## src/rtl/rtimer_pkg.sv

```systemverilog
package rtimer_pkg;

    localparam int unsigned WORD_W      = 32;
    localparam int unsigned RATE_W      = 3;
    localparam int unsigned IE_BIT      = 5;
    localparam int unsigned FLAG_BIT    = 8;
    localparam int unsigned FIRST_RSV   = 10;

    typedef enum logic [1:0] {
        SEL_RELOAD = 2'd0,
        SEL_COUNT  = 2'd1,
        SEL_CTRL   = 2'd2,
        SEL_NONE   = 2'd3
    } reg_sel_e;

    typedef struct packed {
        logic [RATE_W-1:0] rate;
        logic              ie;
    } ctrl_t;

    // True when a control word carries any reserved encoding.
    function automatic logic ctrl_word_bad(input logic [WORD_W-1:0] w,
                                           input int unsigned n_codes);
        logic bad;
        bad = (int'(w[RATE_W-1:0]) >= int'(n_codes));
        bad = bad | (w[4:3] != 2'b00);
        bad = bad | (w[7:6] != 2'b00);
        bad = bad | w[9];
        bad = bad | (w[WORD_W-1:FIRST_RSV] != '0);
        return bad;
    endfunction

    function automatic logic [WORD_W-1:0] ctrl_word_read(input ctrl_t c,
                                                         input logic flag);
        logic [WORD_W-1:0] r;
        r = '0;
        r[RATE_W-1:0] = c.rate;
        r[IE_BIT]     = c.ie;
        r[FLAG_BIT]   = flag;
        return r;
    endfunction

endpackage

```

## src/rtl/timer_prescaler.sv

```systemverilog
module timer_prescaler #(
    parameter int unsigned STEP_LOG2 = 2,
    parameter int unsigned N_CODES   = 5,
    parameter int unsigned RATE_W    = 3
) (
    input  logic              clk,
    input  logic              rst,
    input  logic              run,
    input  logic              restart,
    input  logic [RATE_W-1:0] rate,
    output logic              tick
);
    localparam int unsigned PH_W = STEP_LOG2 * N_CODES;

    logic [PH_W-1:0] lim_tab [N_CODES];
    logic [PH_W-1:0] limit;
    logic [PH_W-1:0] phase_q;

    for (genvar g = 0; g < N_CODES; g++) begin : g_lim
        assign lim_tab[g] = PH_W'((64'd1 << ((g + 1) * STEP_LOG2)) - 64'd1);
    end

    always_comb begin
        limit = lim_tab[0];
        for (int i = 0; i < N_CODES; i++) begin
            if (int'(rate) == i) limit = lim_tab[i];
        end
    end

    assign tick = run && !restart && (phase_q == limit);

    always_ff @(posedge clk) begin
        if (rst || restart || !run) begin
            phase_q <= '0;
        end else if (phase_q == limit) begin
            phase_q <= '0;
        end else begin
            phase_q <= phase_q + 1'b1;
        end
    end
endmodule

```

## src/rtl/timer_counter.sv

```systemverilog
module timer_counter #(
    parameter int unsigned CNT_W = 32
) (
    input  logic             clk,
    input  logic             rst,
    input  logic             load_en,
    input  logic [CNT_W-1:0] load_val,
    input  logic [CNT_W-1:0] reload_val,
    input  logic             tick,
    output logic [CNT_W-1:0] count,
    output logic             underflow
);
    assign underflow = tick && !load_en && (count == '0);

    always_ff @(posedge clk) begin
        if (rst) begin
            count <= '1;
        end else if (load_en) begin
            count <= load_val;
        end else if (underflow) begin
            count <= reload_val;
        end else if (tick) begin
            count <= count - 1'b1;
        end
    end
endmodule

```

## src/rtl/timer_ctrl_reg.sv

```systemverilog
module timer_ctrl_reg
    import rtimer_pkg::*;
(
    input  logic              clk,
    input  logic              rst,
    input  logic              wr_ok,
    input  logic [RATE_W-1:0] wr_rate,
    input  logic              wr_ie,
    input  logic              wr_flag,
    input  logic              underflow,
    output ctrl_t             ctrl,
    output logic              flag,
    output logic              rate_change
);
    assign rate_change = wr_ok && (wr_rate != ctrl.rate);

    always_ff @(posedge clk) begin
        if (rst) begin
            ctrl <= '0;
        end else if (wr_ok) begin
            ctrl.rate <= wr_rate;
            ctrl.ie   <= wr_ie;
        end
    end

    // Set beats clear when both land on the same edge.
    always_ff @(posedge clk) begin
        if (rst) begin
            flag <= 1'b0;
        end else if (underflow) begin
            flag <= 1'b1;
        end else if (wr_ok && !wr_flag) begin
            flag <= 1'b0;
        end
    end
endmodule

```

## src/rtl/reload_timer.sv

```systemverilog
module reload_timer
    import rtimer_pkg::*;
#(
    parameter int unsigned CNT_W     = 32,
    parameter int unsigned N_CODES   = 5,
    parameter int unsigned STEP_LOG2 = 2
) (
    input  logic        clk,
    input  logic        rst,
    input  logic        run,
    input  logic        bus_sel,
    input  logic        bus_we,
    input  logic [1:0]  bus_addr,
    input  logic [31:0] bus_wdata,
    output logic [31:0] bus_rdata,
    output logic        irq,
    output logic        err_pulse
);
    reg_sel_e         sel;
    logic             wr_any;
    logic             wr_reload;
    logic             wr_count;
    logic             wr_ctrl;
    logic             ctrl_bad;
    logic             wr_ctrl_ok;
    logic             wr_reject;
    logic [CNT_W-1:0] reload_q;
    logic [CNT_W-1:0] count;
    logic             tick;
    logic             underflow;
    logic             flag;
    logic             rate_change;
    ctrl_t            ctrl;

    assign sel        = reg_sel_e'(bus_addr);
    assign wr_any     = bus_sel && bus_we;
    assign wr_reload  = wr_any && (sel == SEL_RELOAD);
    assign wr_count   = wr_any && (sel == SEL_COUNT);
    assign wr_ctrl    = wr_any && (sel == SEL_CTRL);
    assign ctrl_bad   = ctrl_word_bad(bus_wdata, N_CODES);
    assign wr_ctrl_ok = wr_ctrl && !ctrl_bad;
    assign wr_reject  = (wr_ctrl && ctrl_bad) || (wr_any && (sel == SEL_NONE));

    always_ff @(posedge clk) begin
        if (rst) begin
            reload_q  <= '1;
            err_pulse <= 1'b0;
        end else begin
            if (wr_reload) reload_q <= bus_wdata[CNT_W-1:0];
            err_pulse <= wr_reject;
        end
    end

    timer_prescaler #(
        .STEP_LOG2 (STEP_LOG2),
        .N_CODES   (N_CODES),
        .RATE_W    (RATE_W)
    ) u_pre (
        .clk     (clk),
        .rst     (rst),
        .run     (run),
        .restart (rate_change),
        .rate    (ctrl.rate),
        .tick    (tick)
    );

    timer_counter #(
        .CNT_W (CNT_W)
    ) u_cnt (
        .clk        (clk),
        .rst        (rst),
        .load_en    (wr_count),
        .load_val   (bus_wdata[CNT_W-1:0]),
        .reload_val (reload_q),
        .tick       (tick),
        .count      (count),
        .underflow  (underflow)
    );

    timer_ctrl_reg u_ctl (
        .clk         (clk),
        .rst         (rst),
        .wr_ok       (wr_ctrl_ok),
        .wr_rate     (bus_wdata[RATE_W-1:0]),
        .wr_ie       (bus_wdata[IE_BIT]),
        .wr_flag     (bus_wdata[FLAG_BIT]),
        .underflow   (underflow),
        .ctrl        (ctrl),
        .flag        (flag),
        .rate_change (rate_change)
    );

    assign irq = flag && ctrl.ie;

    always_comb begin
        unique case (sel)
            SEL_RELOAD: bus_rdata = 32'(reload_q);
            SEL_COUNT:  bus_rdata = 32'(count);
            SEL_CTRL:   bus_rdata = ctrl_word_read(ctrl, flag);
            default:    bus_rdata = '0;
        endcase
    end
endmodule

```

## config.mk

```make
export PLATFORM = sky130hd
export DESIGN_NAME = reload_timer
export DESIGN_NICKNAME = d
export VERILOG_FILES = /design/src/rtl/rtimer_pkg.sv /design/src/rtl/timer_prescaler.sv /design/src/rtl/timer_counter.sv /design/src/rtl/timer_ctrl_reg.sv /design/src/rtl/reload_timer.sv
export SDC_FILE = /design/constraint.sdc
export NUM_CORES = 1
export LEC_CHECK = 0
export BUFFER_PORTS_ARGS = -buffer_cell sky130_fd_sc_hd__buf_2
export CORE_ASPECT_RATIO = 1.4
export CORE_MARGIN = 8
export CORE_UTILIZATION = 52
export DETAILED_ROUTE_END_ITERATION = 16
export PLACE_DENSITY = 0.85
export SYNTH_ARGS = -nofsm -noshare
export SYNTH_HDL_FRONTEND = slang
export SYNTH_SLANG_ARGS = --single-unit
```

## constraint.sdc

```tcl
create_clock -name clk -period 2.7 [get_ports clk]
set_input_delay 0.675 -clock clk [delete_from_list [all_inputs] [get_ports clk]]
set_output_delay 0.675 -clock clk [all_outputs]
set_load 0.02 [all_outputs]
```

==> impl_metrics.env <==
export IMPL_io_pins=73
export IMPL_power_frac_seq_pct=42.8
export IMPL_clkTransAtPathRegs_ns=0.06
export IMPL_drc=0
export IMPL_seq_area_frac_synth_pct=33.98
export IMPL_powerDensity_nw_per_um2=476.1
export IMPL_postSynthCellCount=597
export IMPL_rsz0062_at_grt="no"
export IMPL_cts_max_level=3
export IMPL_period_needed_ns=2.608
export IMPL_finalInstanceArea_um2=6051
export IMPL_cp_slowest_cell="o41ai_2"
export IMPL_power_switching_uw=715.6
export IMPL_syn_area_um2=4713
export IMPL_firstDrtPassIters=5
export IMPL_hpwl_um=11300
export IMPL_areaGrowthSynthToFinish_pct=28.38
export IMPL_whs_ns=0.4933
export IMPL_min_delay_path_class="reg2reg"
export IMPL_max_clock_path_buffers=2
export IMPL_drt_iter0_drc=407
export IMPL_die_x_um=96.46
export IMPL_avgSynthCellArea_um2=7.895
export IMPL_vias=5212
export IMPL_vdd_drop_max_mv=0.3786
export IMPL_worst_slew_pin_slew_ns=0.6290
export IMPL_cts_sink_count=80
export IMPL_cts_setup_buffers=0
export IMPL_path_max_fanout=14
export IMPL_routed_via_density=6.295
export IMPL_hold_viol=0
export IMPL_outcome="completed"
export IMPL_syn_nets=638
export IMPL_hold_buffers=0
export IMPL_path_class="in2reg"
export IMPL_ys_warn_count=0
export IMPL_place_congestion=0.9972
export IMPL_max_stage_delay_ns=0.46
export IMPL_fp_dieArea_um2=12410
export IMPL_grt_ovfl_total=0
export IMPL_nFillCells=715
export IMPL_fp_coreArea_um2=8926
export IMPL_grt_pass1_wl_um=25200
export IMPL_numCtsBuffers=9
export IMPL_grt_pass1_vias=5264
export IMPL_final_layout_size_suffix_gt1_share_pct=26.07
export IMPL_tritoncts="done"
export IMPL_maxCapViolCount=0
export IMPL_wl_met3_um=1163
export IMPL_crit_path_start_kind="input port"
export IMPL_antenna_cells=0
export IMPL_wl_um=15880
export IMPL_clkLatencyLatePin_ns=0.35
export IMPL_slew_viol_final=0
export IMPL_wl_met2_um=7963
export IMPL_die_y_um=128.6
export IMPL_finClkSkew_ns=0.005356
export IMPL_highest_layer="met4"
export IMPL_p_leak_nw=2.662
export IMPL_power_frac_comb_pct=12.1
export IMPL_port_buffers=72
export IMPL_crit_chain="buf_2 > nor4_2 > nand4_1 > o41ai_2 > buf_4 > nor3_2 > buf_12 > o32ai_1 > a21oi_1"
export IMPL_power_share_clock_pct=45.1
export IMPL_postRouteAntennaNets=0
export IMPL_cts_root_buf="clkbuf_16"
export IMPL_rows=41
export IMPL_synth_edf_count=0
export IMPL_clock_fmax_mhz=383.4
export IMPL_p_int_mw=2.165
export IMPL_slew_headroom_pct=57.84
export IMPL_final_seq_area_um2=1603
export IMPL_async_flop_share_pct=0
export IMPL_met1_length_um=6031
export IMPL_required_ns=2.91
export IMPL_start_util_pct=52.80
export IMPL_ys_flop_type="dfxtp_1"
export IMPL_grt_antenna_before_repair=0
export IMPL_period_share_pct=96.60
export IMPL_avgRoutedWirePerCell_um=19.17
export IMPL_nets=757
export IMPL_swShare_pct=24.84
export IMPL_synth_cell_types=58
export IMPL_critPathCaptureType="register"
export IMPL_finalSetupViolCount=0
export IMPL_grt_max_degree=37
export IMPL_grt_util_all_layers_pct=25.85
export IMPL_ys_seq_elements=80
export IMPL_multi_input_area_um2=2932
export IMPL_postPlaceCellArea_um2=5690
export IMPL_cp_arrival_ns=2.82
worst max-delay path, delay by kind of cell:
family          cells  cell delay [ns]
simple gates        3             0.83
compound gates      3             0.82
buf+inv             3             0.49
stage by stage:
| step | worst slack [ns] | utilization (%) | power (mW) | TNS [ns] | cells |
|---|---|---|---|---|---|
| 3_5_place_dp | -0.4114 | 63.75 | 1.599 | -11.05 | 812 |
| 4_1_cts | 0.02054 | 67.45 | 2.880 | 0 | 828 |
| 5_1_grt | 0.03309 | 67.79 | 2.971 | 0 | 828 |
| 2_1_floorplan | 0.06707 | - | 1.428 | 0 | 597 |
| 3_3_place_gp | -0.3239 | 63.75 | 1.590 | -7.476 | 812 |
| 6_report | 0.09176 | 67.79 | 2.881 | 0 | 828 |
state kept, by name, summed over array words and instances (netlist names):
signal	flops
reload_q	32
u_ctl.ctrl	4
u_ctl.flag	1
u_pre.phase_q	10
u_cnt.count	32
err_pulse	1
kinds of logic after synthesis:
group                    share of synthesized area, %
AO/OA/AOI/OAI                                   18.26
XOR/XNOR                                        2.973
AND/OR/NAND/NOR                                 23.87
adder cells (fa/ha/maj)                        0.5308
flip-flops                                      33.98
multiplexers                                    15.50
buffers and inverters                           4.885
area by class of cell:
| class | count | area share (%) |
|---|---|---|
| Clock buffer | 14 | 4.694 |
| Multi-Input combinational cell | 459 | 48.45 |
| Timing Repair Buffer | 152 | 16.71 |
| Sequential cell | 80 | 26.49 |
| Clock inverter | 2 | 0.5790 |
| Inverter | 14 | 0.8685 |
| Tap cell | 107 | 2.213 |
synthesized netlist by cell type (6+ instances only):
master      n  share of area, %
dfxtp_1    80                34
nor2_1     76               6.1
mux2i_1    73                16
nand2_1    67               5.3
clkbuf_1   37               2.9
a21oi_1    31               3.3
o21ai_0    28               3.0
nand3_1    17               1.8
nor3_1     17               1.8
inv_1      13               1.0
nor4_1     12               1.6
o211ai_1   11               1.8
xor2_1     11               2.0
a31oi_1    10               1.3
or3_1       9               1.2
or4_1       8               1.3
nand4_1     7              0.93
a21o_1      6              0.96
o2111ai_1   6               1.1
or2_2       6              0.80
power groups by stage:
stage	Combinational, mW	Clock, mW	Sequential, mW
global placement	0.335	0	1.26
floorplan	0.177	0	1.25
detailed placement	0.342	0	1.26
finish	0.349	1.30	1.23
global route	0.373	1.36	1.24
CTS	0.346	1.30	1.23
worst paths after layout:
| path | endpoint | slack [ns] | cells after the start | startpoint |
|---|---|---|---|---|
| worst max-delay path | u_cnt.count[17]$_SDFFE_PP1P_ | 0.09 | 9 | bus_wdata[29] |
| worst min-delay path | u_ctl.flag$_SDFFE_PP0P_ | 0.49 | 2 | u_ctl.flag$_SDFFE_PP0P_ |
| worst max register to register | u_cnt.count[24]$_SDFFE_PP1P_ | 0.13 | 7 | u_ctl.ctrl[3]$_SDFFE_PP0P_ |
| worst min register to register | u_ctl.flag$_SDFFE_PP0P_ | 0.49 | 2 | u_ctl.flag$_SDFFE_PP0P_ |
routing by layer:
layer  global-route usage [%]  vias to the layer above
met1                    28.52                     2468
met5                        0                        -
met4                    15.83                        0
li1                         -                     2403
met3                    5.245                       61
met2                    43.77                      280
placed cells by master, fill, tap and decap left out, types with 13 or more instances in the layout:
cell type	instances
dfxtp_1	79
nor2_1	76
buf_4	76
mux2i_1	73
buf_2	72
nand2_1	67
a21oi_1	31
o21ai_0	28
nand3_1	17
nor3_1	15
inv_1	13
what timing repair did:
item / in CTS / in global routing
pin swaps: 0 / 2
gates resized for setup: 2 / 6
setup endpoints to repair: 20 / 18
Note: power is estimated with default switching activity, not from simulation.
